<file path="src/rtl/trng_pkg.sv">
// Shared definitions for the random generator control unit:
// register offsets, bit positions, the flag bundle and the LFSR step.
// Assumes a byte-addressed bus with word-aligned registers.
package trng_pkg;
    localparam int ADDR_W = 5;

    localparam logic [ADDR_W-1:0] REG_CTRL   = 5'h00;
    localparam logic [ADDR_W-1:0] REG_STAT   = 5'h04;
    localparam logic [ADDR_W-1:0] REG_DATA   = 5'h08;
    localparam logic [ADDR_W-1:0] REG_NOISE  = 5'h0C;
    localparam logic [ADDR_W-1:0] REG_HEALTH = 5'h10;

    // Control bit positions
    localparam int C_EN     = 2;
    localparam int C_CLKCHK = 5;
    localparam int C_DIV_LO = 16;
    localparam int C_RECOND = 30;
    localparam int C_LOCK   = 31;

    // Configuration bits that are committed only through conditional reset
    localparam logic [31:0] CFG_MASK = 32'h03FF_FF20;

    // Status bit positions
    localparam int S_READY    = 0;
    localparam int S_CLK_CUR  = 1;
    localparam int S_SEED_CUR = 2;
    localparam int S_CLK_INT  = 5;
    localparam int S_SEED_INT = 6;

    typedef struct packed {
        logic seed_int;
        logic clk_int;
        logic seed_cur;
        logic clk_cur;
    } trng_flags_t;

    // One right-shifting Galois LFSR step
    function automatic logic [31:0] lfsr_step(input logic [31:0] s, input logic [31:0] taps);
        return {1'b0, s[31:1]} ^ (s[0] ? taps : 32'h0);
    endfunction
endpackage

</file>
<file path="src/rtl/trng_prescaler.sv">
// Power-of-two sample clock divider.
// Emits one tick every 2^div cycles while gen is high; the phase restarts
// whenever gen drops. Assumes div never exceeds 2^DIV_W - 1.
module trng_prescaler #(
    parameter int DIV_W = 4
) (
    input  logic             clk,
    input  logic             rst_n,
    input  logic             gen,
    input  logic [DIV_W-1:0] div,
    output logic             tick
);
    localparam int CNT_W = (1 << DIV_W) - 1;

    logic [CNT_W-1:0] cnt;
    logic [CNT_W-1:0] limit;

    // Terminal count for the selected exponent
    assign limit = ~({CNT_W{1'b1}} << div);
    assign tick  = gen && (cnt == limit);

    // Phase counter, cleared when idle or on each tick
    always_ff @(posedge clk) begin
        if (!rst_n)
            cnt <= '0;
        else if (!gen || tick)
            cnt <= '0;
        else
            cnt <= cnt + 1'b1;
    end
endmodule

</file>
<file path="src/rtl/trng_word_source.sv">
// LFSR stand-in for the entropy source plus word assembly.
// Steps the LFSR on each prescaler tick while running and not holding a
// word; after WORD_TICKS ticks the state becomes the ready word. Dropping
// run discards any held word and restarts assembly.
module trng_word_source #(
    parameter int          DIV_W      = 4,
    parameter int          WORD_TICKS = 4,
    parameter logic [31:0] TAPS       = 32'h8020_0003,
    parameter logic [31:0] SEED       = 32'h0000_0001
) (
    input  logic             clk,
    input  logic             rst_n,
    input  logic             run,
    input  logic             pop,
    input  logic [DIV_W-1:0] div,
    output logic [31:0]      word,
    output logic             ready
);
    import trng_pkg::*;

    localparam int TCNT_W = (WORD_TICKS > 1) ? $clog2(WORD_TICKS) : 1;
    localparam logic [TCNT_W-1:0] LAST = TCNT_W'(WORD_TICKS - 1);

    logic [31:0]       lfsr_q;
    logic [31:0]       lfsr_nxt;
    logic [TCNT_W-1:0] tcnt;
    logic              gen;
    logic              tick;

    assign gen      = run && !ready;
    assign lfsr_nxt = lfsr_step(lfsr_q, TAPS);

    trng_prescaler #(.DIV_W(DIV_W)) u_presc (
        .clk  (clk),
        .rst_n(rst_n),
        .gen  (gen),
        .div  (div),
        .tick (tick)
    );

    // LFSR advances only on ticks
    always_ff @(posedge clk) begin
        if (!rst_n)
            lfsr_q <= SEED;
        else if (tick)
            lfsr_q <= lfsr_nxt;
    end

    // Word assembly, ready flag and discard
    always_ff @(posedge clk) begin
        if (!rst_n) begin
            ready <= 1'b0;
            tcnt  <= '0;
            word  <= '0;
        end else if (!run) begin
            ready <= 1'b0;
            tcnt  <= '0;
        end else if (pop) begin
            ready <= 1'b0;
        end else if (tick) begin
            if (tcnt == LAST) begin
                ready <= 1'b1;
                word  <= lfsr_nxt;
                tcnt  <= '0;
            end else begin
                tcnt <= tcnt + 1'b1;
            end
        end
    end
endmodule

</file>
<file path="src/rtl/trng_status.sv">
// Seed and clock fault flags.
// A recoverable seed fault clears its current flag after AUTO_CYCLES; a
// persistent one waits for a completed conditional reset. Interrupt flags
// are sticky and clear on a written 0. Assumes AUTO_CYCLES >= 1.
module trng_status #(
    parameter int AUTO_CYCLES = 6
) (
    input  logic                  clk,
    input  logic                  rst_n,
    input  logic                  inj_soft,
    input  logic                  inj_fatal,
    input  logic                  clk_fault,
    input  logic                  clk_chk_en,
    input  logic                  recond_done,
    input  logic                  clr_seed_int,
    input  logic                  clr_clk_int,
    output trng_pkg::trng_flags_t flags
);
    localparam int AUTO_W = $clog2(AUTO_CYCLES + 1);
    localparam logic [AUTO_W-1:0] AUTO_LOAD = AUTO_W'(AUTO_CYCLES);

    logic [AUTO_W-1:0] auto_cnt;

    // Seed fault flags and auto-recovery countdown
    always_ff @(posedge clk) begin
        if (!rst_n) begin
            flags.seed_cur <= 1'b0;
            flags.seed_int <= 1'b0;
            auto_cnt       <= '0;
        end else if (inj_soft || inj_fatal) begin
            flags.seed_cur <= 1'b1;
            flags.seed_int <= 1'b1;
            auto_cnt       <= inj_fatal ? '0 : AUTO_LOAD;
        end else if (recond_done) begin
            flags.seed_cur <= 1'b0;
            flags.seed_int <= 1'b0;
            auto_cnt       <= '0;
        end else begin
            if (auto_cnt == AUTO_W'(1))
                flags.seed_cur <= 1'b0;
            if (auto_cnt != '0)
                auto_cnt <= auto_cnt - 1'b1;
            if (clr_seed_int)
                flags.seed_int <= 1'b0;
        end
    end

    // Clock fault flags, gated by the detection enable
    always_ff @(posedge clk) begin
        if (!rst_n) begin
            flags.clk_cur <= 1'b0;
            flags.clk_int <= 1'b0;
        end else begin
            flags.clk_cur <= clk_chk_en && clk_fault;
            if (clk_chk_en && clk_fault)
                flags.clk_int <= 1'b1;
            else if (clr_clk_int)
                flags.clk_int <= 1'b0;
        end
    end
endmodule

</file>
<file path="src/rtl/trng_ctrl_unit.sv">
// Register front end of the random generator.
// Decodes the five registers, commits configuration only through the
// conditional-reset bit, sequences the reset countdown, applies the lock,
// and routes pops and fault flags. Reads are combinational; a data read
// pops on the clock edge of the access.
module trng_ctrl_unit #(
    parameter int          DIV_W       = 4,
    parameter int          NOISE_W     = 18,
    parameter int          RST_CYCLES  = 4,
    parameter int          AUTO_CYCLES = 6,
    parameter int          WORD_TICKS  = 4,
    parameter logic [31:0] LFSR_TAPS   = 32'h8020_0003,
    parameter logic [31:0] LFSR_SEED   = 32'h0000_0001
) (
    input  logic                       clk,
    input  logic                       rst_n,
    input  logic                       bus_sel,
    input  logic                       bus_wr,
    input  logic [trng_pkg::ADDR_W-1:0] bus_addr,
    input  logic [31:0]                bus_wdata,
    output logic [31:0]                bus_rdata,
    input  logic                       inj_seed_soft,
    input  logic                       inj_seed_fatal,
    input  logic                       clk_fault
);
    import trng_pkg::*;

    localparam int CR_W = $clog2(RST_CYCLES + 1);
    localparam logic [CR_W-1:0] CR_LOAD = CR_W'(RST_CYCLES);

    logic               en_q;
    logic               lock_q;
    logic [31:0]        cfg_q;
    logic               cr_hold_q;
    logic [CR_W-1:0]    cr_cnt_q;
    logic [NOISE_W-1:0] noise_q;
    logic [31:0]        health_q;

    logic               wr_ctrl, wr_stat, wr_noise, wr_health, rd_data;
    logic               busy, recond_done, run, pop;
    logic               ready, seed_cur;
    logic [31:0]        word;
    trng_flags_t        flags;

    assign wr_ctrl   = bus_sel && bus_wr && (bus_addr == REG_CTRL);
    assign wr_stat   = bus_sel && bus_wr && (bus_addr == REG_STAT);
    assign wr_noise  = bus_sel && bus_wr && (bus_addr == REG_NOISE);
    assign wr_health = bus_sel && bus_wr && (bus_addr == REG_HEALTH);
    assign rd_data   = bus_sel && !bus_wr && (bus_addr == REG_DATA);

    assign busy        = cr_hold_q || (cr_cnt_q != '0);
    assign recond_done = (cr_cnt_q == CR_W'(1));
    assign seed_cur    = flags.seed_cur;
    assign run         = en_q && !busy && !seed_cur;
    assign pop         = rd_data && ready && !seed_cur;

    // Enable, lock and configuration commit
    always_ff @(posedge clk) begin
        if (!rst_n) begin
            en_q   <= 1'b0;
            lock_q <= 1'b0;
            cfg_q  <= '0;
        end else if (wr_ctrl) begin
            en_q <= bus_wdata[C_EN];
            if (bus_wdata[C_LOCK])
                lock_q <= 1'b1;
            if (bus_wdata[C_RECOND] && !lock_q)
                cfg_q <= bus_wdata & CFG_MASK;
        end
    end

    // Conditional reset: hold while requested, then count down after release
    always_ff @(posedge clk) begin
        if (!rst_n) begin
            cr_hold_q <= 1'b0;
            cr_cnt_q  <= '0;
        end else if (wr_ctrl && bus_wdata[C_RECOND]) begin
            cr_hold_q <= 1'b1;
        end else if (wr_ctrl && cr_hold_q) begin
            cr_hold_q <= 1'b0;
            cr_cnt_q  <= CR_LOAD;
        end else if (cr_cnt_q != '0) begin
            cr_cnt_q <= cr_cnt_q - 1'b1;
        end
    end

    // Noise and health setup registers, frozen by the lock
    always_ff @(posedge clk) begin
        if (!rst_n) begin
            noise_q  <= '0;
            health_q <= '0;
        end else begin
            if (wr_noise && !lock_q)
                noise_q <= bus_wdata[NOISE_W-1:0];
            if (wr_health && !lock_q)
                health_q <= bus_wdata;
        end
    end

    trng_word_source #(
        .DIV_W     (DIV_W),
        .WORD_TICKS(WORD_TICKS),
        .TAPS      (LFSR_TAPS),
        .SEED      (LFSR_SEED)
    ) u_src (
        .clk  (clk),
        .rst_n(rst_n),
        .run  (run),
        .pop  (pop),
        .div  (cfg_q[C_DIV_LO +: DIV_W]),
        .word (word),
        .ready(ready)
    );

    trng_status #(.AUTO_CYCLES(AUTO_CYCLES)) u_stat (
        .clk         (clk),
        .rst_n       (rst_n),
        .inj_soft    (inj_seed_soft),
        .inj_fatal   (inj_seed_fatal),
        .clk_fault   (clk_fault),
        .clk_chk_en  (cfg_q[C_CLKCHK]),
        .recond_done (recond_done),
        .clr_seed_int(wr_stat && !bus_wdata[S_SEED_INT]),
        .clr_clk_int (wr_stat && !bus_wdata[S_CLK_INT]),
        .flags       (flags)
    );

    // Read-back multiplexer
    always_comb begin
        bus_rdata = '0;
        case (bus_addr)
            REG_CTRL: begin
                bus_rdata           = cfg_q;
                bus_rdata[C_EN]     = en_q;
                bus_rdata[C_RECOND] = busy;
                bus_rdata[C_LOCK]   = lock_q;
            end
            REG_STAT: begin
                bus_rdata[S_READY]    = ready;
                bus_rdata[S_CLK_CUR]  = flags.clk_cur;
                bus_rdata[S_SEED_CUR] = flags.seed_cur;
                bus_rdata[S_CLK_INT]  = flags.clk_int;
                bus_rdata[S_SEED_INT] = flags.seed_int;
            end
            REG_DATA:   bus_rdata = (ready && !seed_cur) ? word : 32'h0;
            REG_NOISE:  bus_rdata = 32'(noise_q);
            REG_HEALTH: bus_rdata = health_q;
            default:    bus_rdata = '0;
        endcase
    end
endmodule

</file>
<file path="config.mk">
export PLATFORM = sky130hd
export DESIGN_NAME = trng_ctrl_unit
export DESIGN_NICKNAME = d
export VERILOG_FILES = /design/src/rtl/trng_pkg.sv /design/src/rtl/trng_prescaler.sv /design/src/rtl/trng_word_source.sv /design/src/rtl/trng_status.sv /design/src/rtl/trng_ctrl_unit.sv
export SDC_FILE = /design/constraint.sdc
export NUM_CORES = 1
export LEC_CHECK = 0
export BUFFER_PORTS_ARGS = -buffer_cell sky130_fd_sc_hd__buf_2
export CAP_MARGIN = 20
export CORE_MARGIN = 2
export CORE_UTILIZATION = 45
export DETAILED_ROUTE_END_ITERATION = 8
export SLEW_MARGIN = 20
export SYNTH_ARGS = -nofsm -noshare
export SYNTH_HDL_FRONTEND = slang
export SYNTH_SLANG_ARGS = --single-unit
</file>
<file path="constraint.sdc">
create_clock -name clk -period 3.48 [get_ports clk]
set_input_delay 0.174 -clock clk [delete_from_list [all_inputs] [get_ports clk]]
set_output_delay 0.174 -clock clk [all_outputs]
set_load 0.05 [all_outputs]
</file>
# Word level (Yosys, flattened, before mapping)
# Index checks and enable logic that the tools add are counted.
# totals
wordCells	110
mem_bits_rw	0
mem_count	0
out_inout_bits	32
rom_bits	0
regBits	164
latchBits	0
# op_classes
bitwise	6
n_div	0
n_mul	0
reduce_logical	51
shift	1
n_eq_ne	8
n_mux	23
n_lt_le_gt_ge	0
add_sub_neg	4
# op_table
operator	n
$pmux 25 s4	1
$mux 32	2
$xor 31x32->32	1
$logic_and 1x1->1	22
$mux 3	6
$add 15x1->15 const B	1
$eq 15x15->1	1
$not 15->15	1
$pmux 3 s5	1
$reduce_bool 3->1	5
$shl 15x4->15 const A	1
$reduce_and 2->1	6
$eq 5x4->1 const B	2
$mux 1	10
$pmux 2 s5	1
$logic_not 1->1	8
$eq 3x1->1 const B	2
$pmux 2 s3	1
$reduce_bool 2->1	3
$sub 3x1->3 const B	2
$eq 5x3->1 const B	1
$eq 5x5->1 const B	1
$logic_not 5->1	1
$not 1->1	4
other kinds (7)	9

# Longest topological paths before layout
# Gate-level depths: netlist of run 1.
# logic_depth
depth_word	9
mapped_depth	10
mapped_depth_nobuf	7

# Hierarchy
# Synthesis of run 1 repeated with hierarchy kept, for this count alone.
# hier_totals
cells_unflattened	880
area_unflattened_um2	7757.4
# by_module_without_submodules
module	area_per_inst_um2	seq_area_each_um2	n_inst	cells_each
trng_ctrl_unit	3518.4	1501.4	1	456
trng_word_source	2741.4	1341.3	1	260
trng_prescaler	1162.4	300.3	1	130
trng_status	335.3	140.1	1	34

# Worst setup path after synthesis of run 1
# OpenSTA, ideal clock, no wires.
# synth_path
kind	reg-to-reg
startpoint	register cr_cnt_q[0]
endpoint	register u_src.tcnt[0]
path_slack_ps	1128
n_path_buf	0
t_arrival_ps	2281
t_required_ps	3409
stages_incl_launch_ff	8
path_cell_list	dfxtp_1 inv_1 ha_1 nand2b_4 nor4b_1 or4bb_1 or4_1 a21oi_1
# synth_between
elab_chain_cells	8
# synth_lines
element	line_no	rtl
start: declaration	trng_ctrl_unit.sv:35	logic [CR_W-1:0] cr_cnt_q;
start signal: assignment	trng_ctrl_unit.sv:83	cr_cnt_q <= cr_cnt_q - 1'b1;
$reduce_bool 3->1 *	trng_ctrl_unit.sv:51	assign busy = cr_hold_q || (cr_cnt_q != '0);
$logic_or 1x1->1 *	trng_ctrl_unit.sv:51	
$logic_not 1->1 *	trng_ctrl_unit.sv:54	assign run = en_q && !busy && !seed_cur;
$logic_and 1x1->1 * (2 in series)	trng_ctrl_unit.sv:54	
$logic_and 1x1->1	trng_word_source.sv:30	assign gen = run && !ready;
$logic_and 1x1->1	trng_prescaler.sv:20	assign tick = gen && (cnt == limit);
$reduce_and 2->1 (no source line)	--	
end signal: assignment	trng_word_source.sv:66	tcnt <= tcnt + 1'b1;
end: declaration	trng_word_source.sv:26	logic [TCNT_W-1:0] tcnt;
# Mark *: on every way between the ends. The rest lies on a longest branch, timed or not.
# A chain may end at the register's enable or synchronous reset.

# Final worst setup path of run 1
# layout_path
startpoint	register cfg_q[18]
endpoint	register u_src.word[11]
# layout_between
elab_chain_cells	5
# layout_lines
element	line_no	rtl
start: declaration	trng_ctrl_unit.sv:33	logic [31:0] cfg_q;
start signal: assignment	trng_ctrl_unit.sv:68	cfg_q <= bus_wdata & CFG_MASK;
$shl 15x4->15	trng_prescaler.sv:19	assign limit = ~({CNT_W{1'b1}} << div);
$not 15->15	trng_prescaler.sv:19	
$eq 15x15->1	trng_prescaler.sv:20	
$logic_and 1x1->1	trng_prescaler.sv:20	
$reduce_and 4->1 (no source line)	--	
end signal: assignment	trng_word_source.sv:63	word <= lfsr_nxt;
end: declaration	trng_word_source.sv:16	output logic [31:0] word,
# No other way between the ends.

==> results_dict.tcl, run 1 <==
set metrics [dict create \
    grt.busiest_layer "met2" \
    clock_sinks 164 \
    fin_setup_tns_ns 0 \
    fin_skew_ns 0.01426 \
    synth-edff-count 0 \
    die_h_um 131.5 \
    path_class "reg2reg" \
    drive_gt1_share_pct 14.19 \
    period_minus_slack_ns 3.116 \
    initial_utilization_pct 46.01 \
    worst-path-stages 7 \
    tightest_slew_ns 0.9994 \
    hold_viol_final 0 \
    core_area_sq_um 15890 \
    hp-class "in2reg" \
    synthCells 844 \
    worstSetupStartpointType "flop" \
    gp_congestion 0.7975 \
    crit_start "cfg_q[18]" \
    post_drt_wl_per_cell_um 15.39 \
    num_antenna_cells 0 \
    status "finished clean" \
    p_leak_nw 3.457 \
    totalWireLength_um 17420 \
    seqPwrFrac_pct 45.4 \
    root_buffer "clkbuf_16" \
    track_usage_pct 20.46 \
    cp-end-kind "flop" \
    cp_max_fo 21 \
    synth_top_family_by_area "simple AND/OR/NAND/NOR gates" \
    grt_pass1_wl_um 28690 \
    synth_seq_cells 164 \
    die_w_um 131.5 \
    overflow 0 \
    crit_path_end "u_src.word[11]" \
    path_delay_family "simple AND/OR/NAND/NOR gates" \
    synth_xor_area_share_pct 2.516 \
    peakVddDrop_mv 0.3330 \
    finalSetupViolations 0 \
    ant_nets 0 \
    syn_area_sq_um 7310 \
    sw_frac_of_total_pct 20.91 \
    grt_max_degree 112 \
    regToRegSetupSlack_ns 0.36 \
    synth-adder-area-share_pct 1.369 \
    num_vias 5987 \
    hpwlAfterDp_um 11450 \
    fin_crit_sh_pct 89.55 \
    cts_hold_buf 10 \
    clkPwrFrac_pct 48.7 \
    min_from "bus_wdata[4]" \
    rsz0062_at_grt "false" \
    layout_common_cells "nand2_1 (237), dfxtp_1 (164), buf_2 (74), a21boi_0 (72), mux2i_1 (66)" \
    cp_cell_sequence "xor2_1 -> o31a_1 -> a221oi_1 -> nor2b_1 -> and3_2 -> buf_12 -> mux2i_1" \
    final_common_cell "nand2_1" \
    powerDensity_nw_per_um2 491.6 \
    p_switching_mw 0.8823 \
    syn-mean-instance-area_sq_um 8.661 \
    async_reset_ff_share_pct 0 \
    timing.slew.headroom_pct 33.37 \
    via_per_inst 5.289 \
    clockBufferDepth 2 \
    final_util_pct 54.05 \
    grt_pass1_vias 5655 \
    cts_tree "built" \
    dieArea_sq_um 17280 \
    fin_nets 956 \
    std_cell_rows 46 \
    cp.buffers_inverters 1 \
    power_frac_comb_pct 5.9 \
    clock_latency_ns 0.42 \
    use_met2_pct 33.65 \
    met3_usage_pct 5.170 \
    cp.arrival_ns 3.46 \
    worst_ep_required_time_ns 3.82 \
    clkTransAtPathRegs_ns 0.06 \
    yosysWarnings 0 \
    syn_nets 896 \
    synth_ff_type "dfxtp_1" \
    cts_resized 0 \
    cts_setup_buffers 0 \
    yosys.area_share.simple_pct 20.49 \
    cap_violations 0 \
    drt_iter0_drc 383 \
    reg2regPathDepth 7 \
    area_delta_synth_final_pct 17.46 \
    synth_mux_area_share_pct 9.346 \
    synth-compound-area-share_pct 16.52 \
    ios 76 \
    ys_seq_area_share_pct 44.92 \
    cp_slowest_cell "dfxtp_1" \
    post-route-drc-count 0 \
    p_int_mw 3.338 \
    met1_usage_pct 26.58 \
    fmax_ghz 0.3209 \
    antenna_found_initial 1 \
    synth_cell_types 53 \
    cts_buffers 17 \
    portBuffers 75 \
    drv_slew 0 \
    worstReg2RegStart "cfg_q[18]" \
    r2r-end "u_src.word[11]" \
    cpPeakStageDelay_ns 0.75 \
    ctsHtreeMaxLevel 4 \
    drt_pass1_iterations 5 \
]
## synth_stat cells, types with 3 or more instances
library cell / count / area, sq um
xnor2_1: 9 / 78.83
a21boi_0: 72 / 540.5
inv_1: 20 / 75.07
clkbuf_1: 45 / 168.9
a22o_1: 4 / 35.03
nand2b_1: 7 / 43.79
o31ai_1: 3 / 22.52
a21oi_1: 10 / 50.05
a22oi_1: 30 / 225.2
nand3_1: 11 / 55.05
buf_6: 4 / 45.04
xor2_1: 12 / 105.1
o21ai_0: 6 / 30.03
nand2_1: 237 / 889.6
or4_1: 3 / 22.52
ha_1: 8 / 100.1
nor3_1: 5 / 25.02
buf_2: 10 / 50.05
nor2b_1: 10 / 62.56
dfxtp_1: 164 / 3283
nor2_1: 30 / 112.6
nand4_1: 6 / 37.54
and3_1: 9 / 56.30
a222oi_1: 14 / 140.1
and2_1: 8 / 50.05
nor4b_1: 4 / 35.03
mux2i_1: 66 / 660.6
## logic make-up after synthesis
group	after synthesis
and+or+nand+nor	343
DFF	164
AOI/OAI and AO/OA	159
buffers and inverters	81
muxes	68
xor gates and xnor gates	21
adders and majority gates	8
## registers in the layout, indices dropped and copies added, names as in the netlist
signal	cells
u_src.word	32
noise_q	18
en_q	1
u_src.tcnt	2
u_stat.flags	4
lock_q	1
u_src.u_presc.cnt	15
cr_cnt_q	3
u_stat.auto_cnt	3
u_src.lfsr_q	32
cr_hold_q	1
health_q	32
cfg_q	19
u_src.ready	1
## through the flow
stage          power [mW]  worst slack [ns]  instance area [sq um]  cells  hold WS (ns)
3_5_place_dp        2.197            0.4703                   7838   1091        0.4313
4_1_cts             4.267            0.3621                   8586   1132      0.001095
6_report            4.220            0.3637                   8586   1132       0.01479
5_1_grt             4.377           0.07570                   8586   1132       0.01059
3_3_place_gp        2.189            0.6494                   7838   1091        0.4239
2_1_floorplan       2.119             1.128                   7310    844        0.2913
## worst register-to-register path, cell delays in order (launching register included)
cell and delay, ns:
dfxtp_1 0.75, xor2_1 0.18, o31a_1 0.27, a221oi_1 0.33, nor2b_1 0.42, and3_2 0.60
buf_12 0.27, mux2i_1 0.23
## layout make-up
| cell class | count | area, sq um |
|---|---|---|
| Inverter | 20 | 75.07 |
| Timing Repair Buffer | 102 | 630.6 |
| Sequential cell | 164 | 3283 |
| Multi-Input combinational cell | 599 | 3679 |
| Fill cell | 1475 | 7300 |
| Clock buffer | 22 | 474.2 |
| Clock inverter | 9 | 173.9 |
| Tap cell | 216 | 270.3 |
## how the worst min path moves through the flow
| stage | endpoint | slack, ns | cells after the start |
|---|---|---|---|
| 6_report | noise_q[4] | 0.01 | 3 |
| 4_1_cts | health_q[13] | 0.001 | 3 |
| 2_1_floorplan | u_src.ready | 0.29 | 1 |
| 5_1_grt | cfg_q[12] | 0.01 | 3 |
| 3_3_place_gp | health_q[29] | 0.42 | 3 |
| 3_5_place_dp | u_src.ready | 0.43 | 2 |
## metal layers
| layer | routed length (um) | part of all wire [%] | vias up |
|---|---|---|---|
| met2 | 8233 | 47 | 123 |
| li1 | - | - | 3017 |
| met1 | 8173 | 47 | 2829 |
| met5 | 11 | 0.063 | - |
| met3 | 801 | 4.6 | 16 |
| met4 | 201 | 1.2 | 2 |
## power groups by stage
stage	Combinational [mW]	Clock (mW)	Sequential, mW
6_report	0.249	2.06	1.92
2_1_floorplan	0.167	0	1.95
3_3_place_gp	0.234	0	1.96
5_1_grt	0.279	2.18	1.92
3_5_place_dp	0.240	0	1.96
4_1_cts	0.250	2.10	1.91
No activity file was read; power rests on OpenSTA's default activity.
==> run 2: changes to the inputs <==
- clock period: 3.48 -> 3.7 ns (I/O delays scaled with it)
==> run 2 against run 1 <==
Sequential share of layout area increased by 0.49 points. Register-to-register slack improved by 0.34 ns. Final cell count decreased by 0.88%. Largest power group unchanged.
==> results_dict.tcl, run 2 (synthesis results as in run 1) <==
set metrics [dict create \
    status "finished clean" \
    grt_max_degree 67 \
    path_class "reg2reg" \
    antenna_found_initial 1 \
    die_w_um 131.5 \
    whs_ns 0.02004 \
    cp-end-kind "flop" \
    core_area_sq_um 15890 \
    cts_tree "built" \
    tightest_slew_ns 0.9868 \
    ctsHtreeMaxLevel 4 \
    cts_resized 0 \
    via_per_inst 5.379 \
    overflow 0 \
    initial_utilization_pct 46.01 \
    ant_nets 0 \
    gp_congestion 0.8376 \
    drt_pass1_iterations 7 \
    fin_nets 946 \
    hpwlAfterDp_um 11650 \
    cp_max_fo 21 \
    num_vias 6035 \
    ios 76 \
    period_minus_slack_ns 2.994 \
    post-route-drc-count 0 \
    peakVddDrop_mv 0.3385 \
    fin_setup_tns_ns 0 \
    rsz0062_at_grt "false" \
    cts_buffers 17 \
    clock_sinks 164 \
    area_delta_synth_final_pct 15.99 \
    p_leak_nw 3.394 \
    cpPeakStageDelay_ns 0.77 \
    cp_cell_sequence "xor2_1 -> o31a_1 -> a221oi_1 -> nor2b_1 -> and3_2 -> buf_12 -> mux2i_1" \
    worst_ep_required_time_ns 4.05 \
    drive_gt1_share_pct 14.02 \
    track_usage_pct 20.81 \
    powerDensity_nw_per_um2 461.8 \
    cts_setup_buffers 0 \
    drv_slew 0 \
    cp.arrival_ns 3.35 \
    die_h_um 131.5 \
    clock_latency_ns 0.42 \
    final_common_cell "nand2_1" \
    fin_crit_sh_pct 80.92 \
    clkTransAtPathRegs_ns 0.07 \
    root_buffer "clkbuf_16" \
    cts_hold_buf 4 \
    totalWireLength_um 17840 \
    dieArea_sq_um 17280 \
    finalSetupViolations 0 \
    cp_slowest_cell "dfxtp_1" \
    fmax_ghz 0.3340 \
    cap_violations 0 \
    reg.largest.list "health_q (32), u_src.lfsr_q (32), u_src.word (32)" \
    num_antenna_cells 0 \
    grt_pass1_vias 5965 \
    grt_pass1_wl_um 29400 \
    reg2regPathDepth 7 \
    worstSetupStartpointType "flop" \
    hold_viol_final 0 \
    drt_iter0_drc 341 \
    fin_skew_ns 0.007520 \
    portBuffers 75 \
    timing.slew.headroom_pct 34.22 \
    layout_common_cells "nand2_1 (237), dfxtp_1 (164), buf_2 (74), a21boi_0 (72), mux2i_1 (66)" \
    clockBufferDepth 2 \
    hp-class "in2reg" \
    std_cell_rows 46 \
    post_drt_wl_per_cell_um 15.90 \
    hold_depth 3 \
]
[run 2: cell count changes in the layout (fill, tap and decap cells not counted), sizes merged]
cell         before  now
inv              21   22
bufinv            5    4
clkinvlp          0    3
clkbuf           22   20
dlygate4sd3      10    4
clkinv            3    2
buf              92   88
[run 2: critical path: cells and delay by family (launching register included)]
family          cells  cell delay (ns)
simple gates        2             1.04
flops               1             0.77
compound gates      2             0.51
buf+inv             1             0.24
mux                 1             0.20
xor+xnor            1             0.15
[run 2: metrics by stage]
step | total power, mW | setup WS, ns | cells | utilization [%] | cell area, sq um
floorplan | 1.993 | 1.348 | 844 | - | 7310
global placement | 2.057 | 0.9203 | 1087 | 49.15 | 7807
detailed placement | 2.070 | 0.7613 | 1087 | 49.15 | 7807
CTS | 3.950 | 0.7372 | 1122 | 53.37 | 8478
global route | 4.066 | 0.4804 | 1122 | 53.37 | 8478
finish | 3.915 | 0.7060 | 1122 | 53.37 | 8478
[run 2: final cells by class]
| type | count | area (sq um) |
|---|---|---|
| clock buffers | 20 | 456.7 |
| repair buffers | 92 | 540.5 |
| clock inverters | 11 | 173.9 |
| well taps | 216 | 270.3 |
| fillers | 1500 | 7407 |
| flip-flops and latches | 164 | 3283 |
| multi-input cells | 599 | 3679 |
| inverters | 20 | 75.07 |
[run 2: metal layers]
layer | share of wire [%] | track usage (%)
met3 | 4.2 | 4.552
met2 | 48 | 34.90
met1 | 47 | 26.62
met4 | 1.2 | 6.824
met5 | 0.090 | 0
[run 2: path summary, 6_finish.rpt]
check                       from              to  slack (ns)
hold reg to reg   u_src.word[14]  u_src.word[14]        0.46
setup / recovery       cfg_q[18]   u_src.word[6]        0.71
hold / removal      bus_wdata[1]     health_q[1]        0.02
setup reg to reg       cfg_q[18]   u_src.word[6]        0.71
[run 2: power breakdown]
part,internal (mW),switching (mW),total (mW)
clock,1.17,0.716,1.88
sequential,1.79,0.0139,1.80
combinational,0.0990,0.132,0.231
==> run 3: changes to the inputs <==
- PLACE_DENSITY: unset -> 0.66
- clock period: 3.7 -> 2.65 ns (I/O delays scaled with it)
==> run 3 against run 2 <==
Register-to-register slack got worse by 0.54 ns. Power increased by 37%. First-iteration DRC count increased by 38%. Flip-flop and latch count unchanged. Final area increased by 4.7%. Routed wire length decreased by 3.6%. Die area unchanged. Clock power increased by 32%. Sequential share of layout area decreased by 1.7 points. Via count about the same. Critical endpoint is now u_src.word[11].
==> results_dict.tcl, run 3 (synthesis results as in run 1) <==
set metrics [dict create \
    finalSetupViolations 0 \
    grt_pass1_vias 5795 \
    portBuffers 75 \
    die_h_um 131.5 \
    min_from "inj_seed_soft" \
    reg2regPathDepth 7 \
    clkTransAtPathRegs_ns 0.07 \
    cpMostUsedCell "mux2i_1" \
    worst_ep_required_time_ns 3.01 \
    worstSetupStartpointType "flop" \
    p_switching_mw 1.289 \
    cp.buffers_inverters 1 \
    reg.largest.list "health_q (32), u_src.lfsr_q (32), u_src.word (32)" \
    cp.arrival_ns 2.85 \
    cts_buffers 17 \
    r2r-end "u_src.word[11]" \
    hold_end "u_stat.flags[1]" \
    antenna_found_initial 0 \
    dieArea_sq_um 17280 \
    cap_violations 0 \
    hp-class "in2reg" \
    overflow 0 \
    cpPeakStageDelay_ns 0.56 \
    drive_gt1_share_pct 15.23 \
    status "finished clean" \
    p_leak_nw 3.588 \
    post-route-drc-count 0 \
    clock_latency_ns 0.43 \
    drv_slew 0 \
    grt_max_degree 85 \
    path_class "reg2reg" \
    path_delay_family "simple AND/OR/NAND/NOR gates" \
    initial_utilization_pct 46.01 \
    ctsHtreeMaxLevel 4 \
    core_area_sq_um 15890 \
    fmax_ghz 0.4022 \
    die_w_um 131.5 \
    clock_sinks 164 \
    tightest_slew_ns 0.6036 \
    sw_frac_of_total_pct 24.01 \
    power.total_mw 5.368 \
    cp_max_fo 24 \
    area_delta_synth_final_pct 21.43 \
    cts_setup_buffers 0 \
    hold_viol_final 0 \
    gp_congestion 0.8132 \
    powerDensity_nw_per_um2 604.8 \
    totalWireLength_um 17200 \
    root_buffer "clkbuf_16" \
    fin_crit_sh_pct 93.83 \
    num_antenna_cells 0 \
    worstReg2RegStart "cfg_q[17]" \
    p_int_mw 4.079 \
    timing.slew.headroom_pct 59.76 \
    ios 76 \
    cts_tree "built" \
    seqPwrFrac_pct 46.9 \
    grt_pass1_wl_um 28770 \
    nFillCells 1494 \
    clockBufferDepth 2 \
    fin_nets 991 \
    post_drt_wl_per_cell_um 14.73 \
    layout_setup_ws_ns 0.1635 \
    power_frac_comb_pct 6.7 \
    cp_cell_sequence "or4_1 -> mux2i_1 -> o21ai_1 -> nor3_2 -> and3_2 -> buf_12 -> mux2i_1" \
    drt_pass1_iterations 5 \
    via_per_inst 5.164 \
    dp_slack_ns 0.1939 \
    final_common_cell "nand2_1" \
    peakVddDrop_mv 0.5424 \
    cp-end-kind "flop" \
    cp_slowest_cell "or4_1" \
    period_minus_slack_ns 2.487 \
    track_usage_pct 20.46 \
    rsz0062_at_grt "false" \
    fin_setup_tns_ns 0 \
    num_vias 6031 \
    layout_common_cells "nand2_1 (237), dfxtp_1 (162), buf_2 (74), a21boi_0 (72), mux2i_1 (66)" \
    hpwlAfterDp_um 11230 \
    std_cell_rows 46 \
    fin_skew_ns 0.009746 \
    drt_iter0_drc 469 \
    ant_nets 0 \
    regToRegSetupSlack_ns 0.16 \
    clkPwrFrac_pct 46.5 \
    hold_depth 3 \
]
## run 3: what timing repair did
item	4_1_cts	5_1_grt
endpoints found under the hold margin	72	0
endpoints found under the setup margin	0	28
resized for setup	0	2
hold buffers	35	0
## run 3: through the flow
| stage | hold WS (ns) | instance area, sq um | cells | util, % |
|---|---|---|---|---|
| 2_1_floorplan | 0.2498 | 7310 | 844 | - |
| 3_3_place_gp | 0.3857 | 7925 | 1101 | 49.89 |
| 3_5_place_dp | 0.3901 | 7925 | 1101 | 49.89 |
| 4_1_cts | 0.006140 | 8874 | 1168 | 55.86 |
| 5_1_grt | 0.04267 | 8876 | 1168 | 55.88 |
| 6_report | 0.01932 | 8876 | 1168 | 55.88 |
## run 3: how the worst max path moves through the flow
| stage | cells after the start | slack (ns) | startpoint | to |
|---|---|---|---|---|
| 2_1_floorplan | 7 | 0.30 | cr_cnt_q[0] | u_src.tcnt[0] |
| 3_3_place_gp | 7 | 0.24 | cfg_q[19] | u_src.word[11] |
| 3_5_place_dp | 7 | 0.19 | cfg_q[19] | u_src.word[12] |
| 4_1_cts | 8 | 0.14 | cfg_q[18] | u_src.word[11] |
| 5_1_grt | 7 | 0.02 | cfg_q[17] | u_src.word[11] |
| 6_report | 7 | 0.16 | cfg_q[17] | u_src.word[11] |
## run 3: area by class of cell
type | instances | area [sq um] | share of cell area (%)
multi-input combinational | 599 | 3679 | 41.44
sequential | 164 | 3286 | 37.02
timing repair buffer | 137 | 968.4 | 10.91
clock buffer | 17 | 425.4 | 4.793
tap | 216 | 270.3 | 3.045
clock inverter | 15 | 172.7 | 1.945
inverter | 20 | 75.07 | 0.8458
## run 3: worst min-delay path: cells and delay by family
family	cells	cell delay (ns)
compound gates	1	0.13
buf+inv	1	0.08
simple gates	1	0.06
## run 3: power by group through the flow
stage               clock [mW]  combinational (mW)  sequential (mW)
floorplan                    0               0.219             2.56
global placement             0               0.315             2.57
detailed placement           0               0.319             2.57
CTS                       2.54               0.360             2.51
global route              2.65               0.407             2.52
finish                    2.49               0.359             2.52
## run 3: layer usage
| layer | GRT usage, % | share of wire [%] | up-vias |
|---|---|---|---|
| li1 | - | - | 3080 |
| met1 | 27.05 | 47 | 2805 |
| met2 | 32.87 | 47 | 125 |
| met3 | 4.475 | 4.1 | 21 |
| met4 | 7.488 | 1.6 | 0 |
| met5 | 0 | 0 | - |
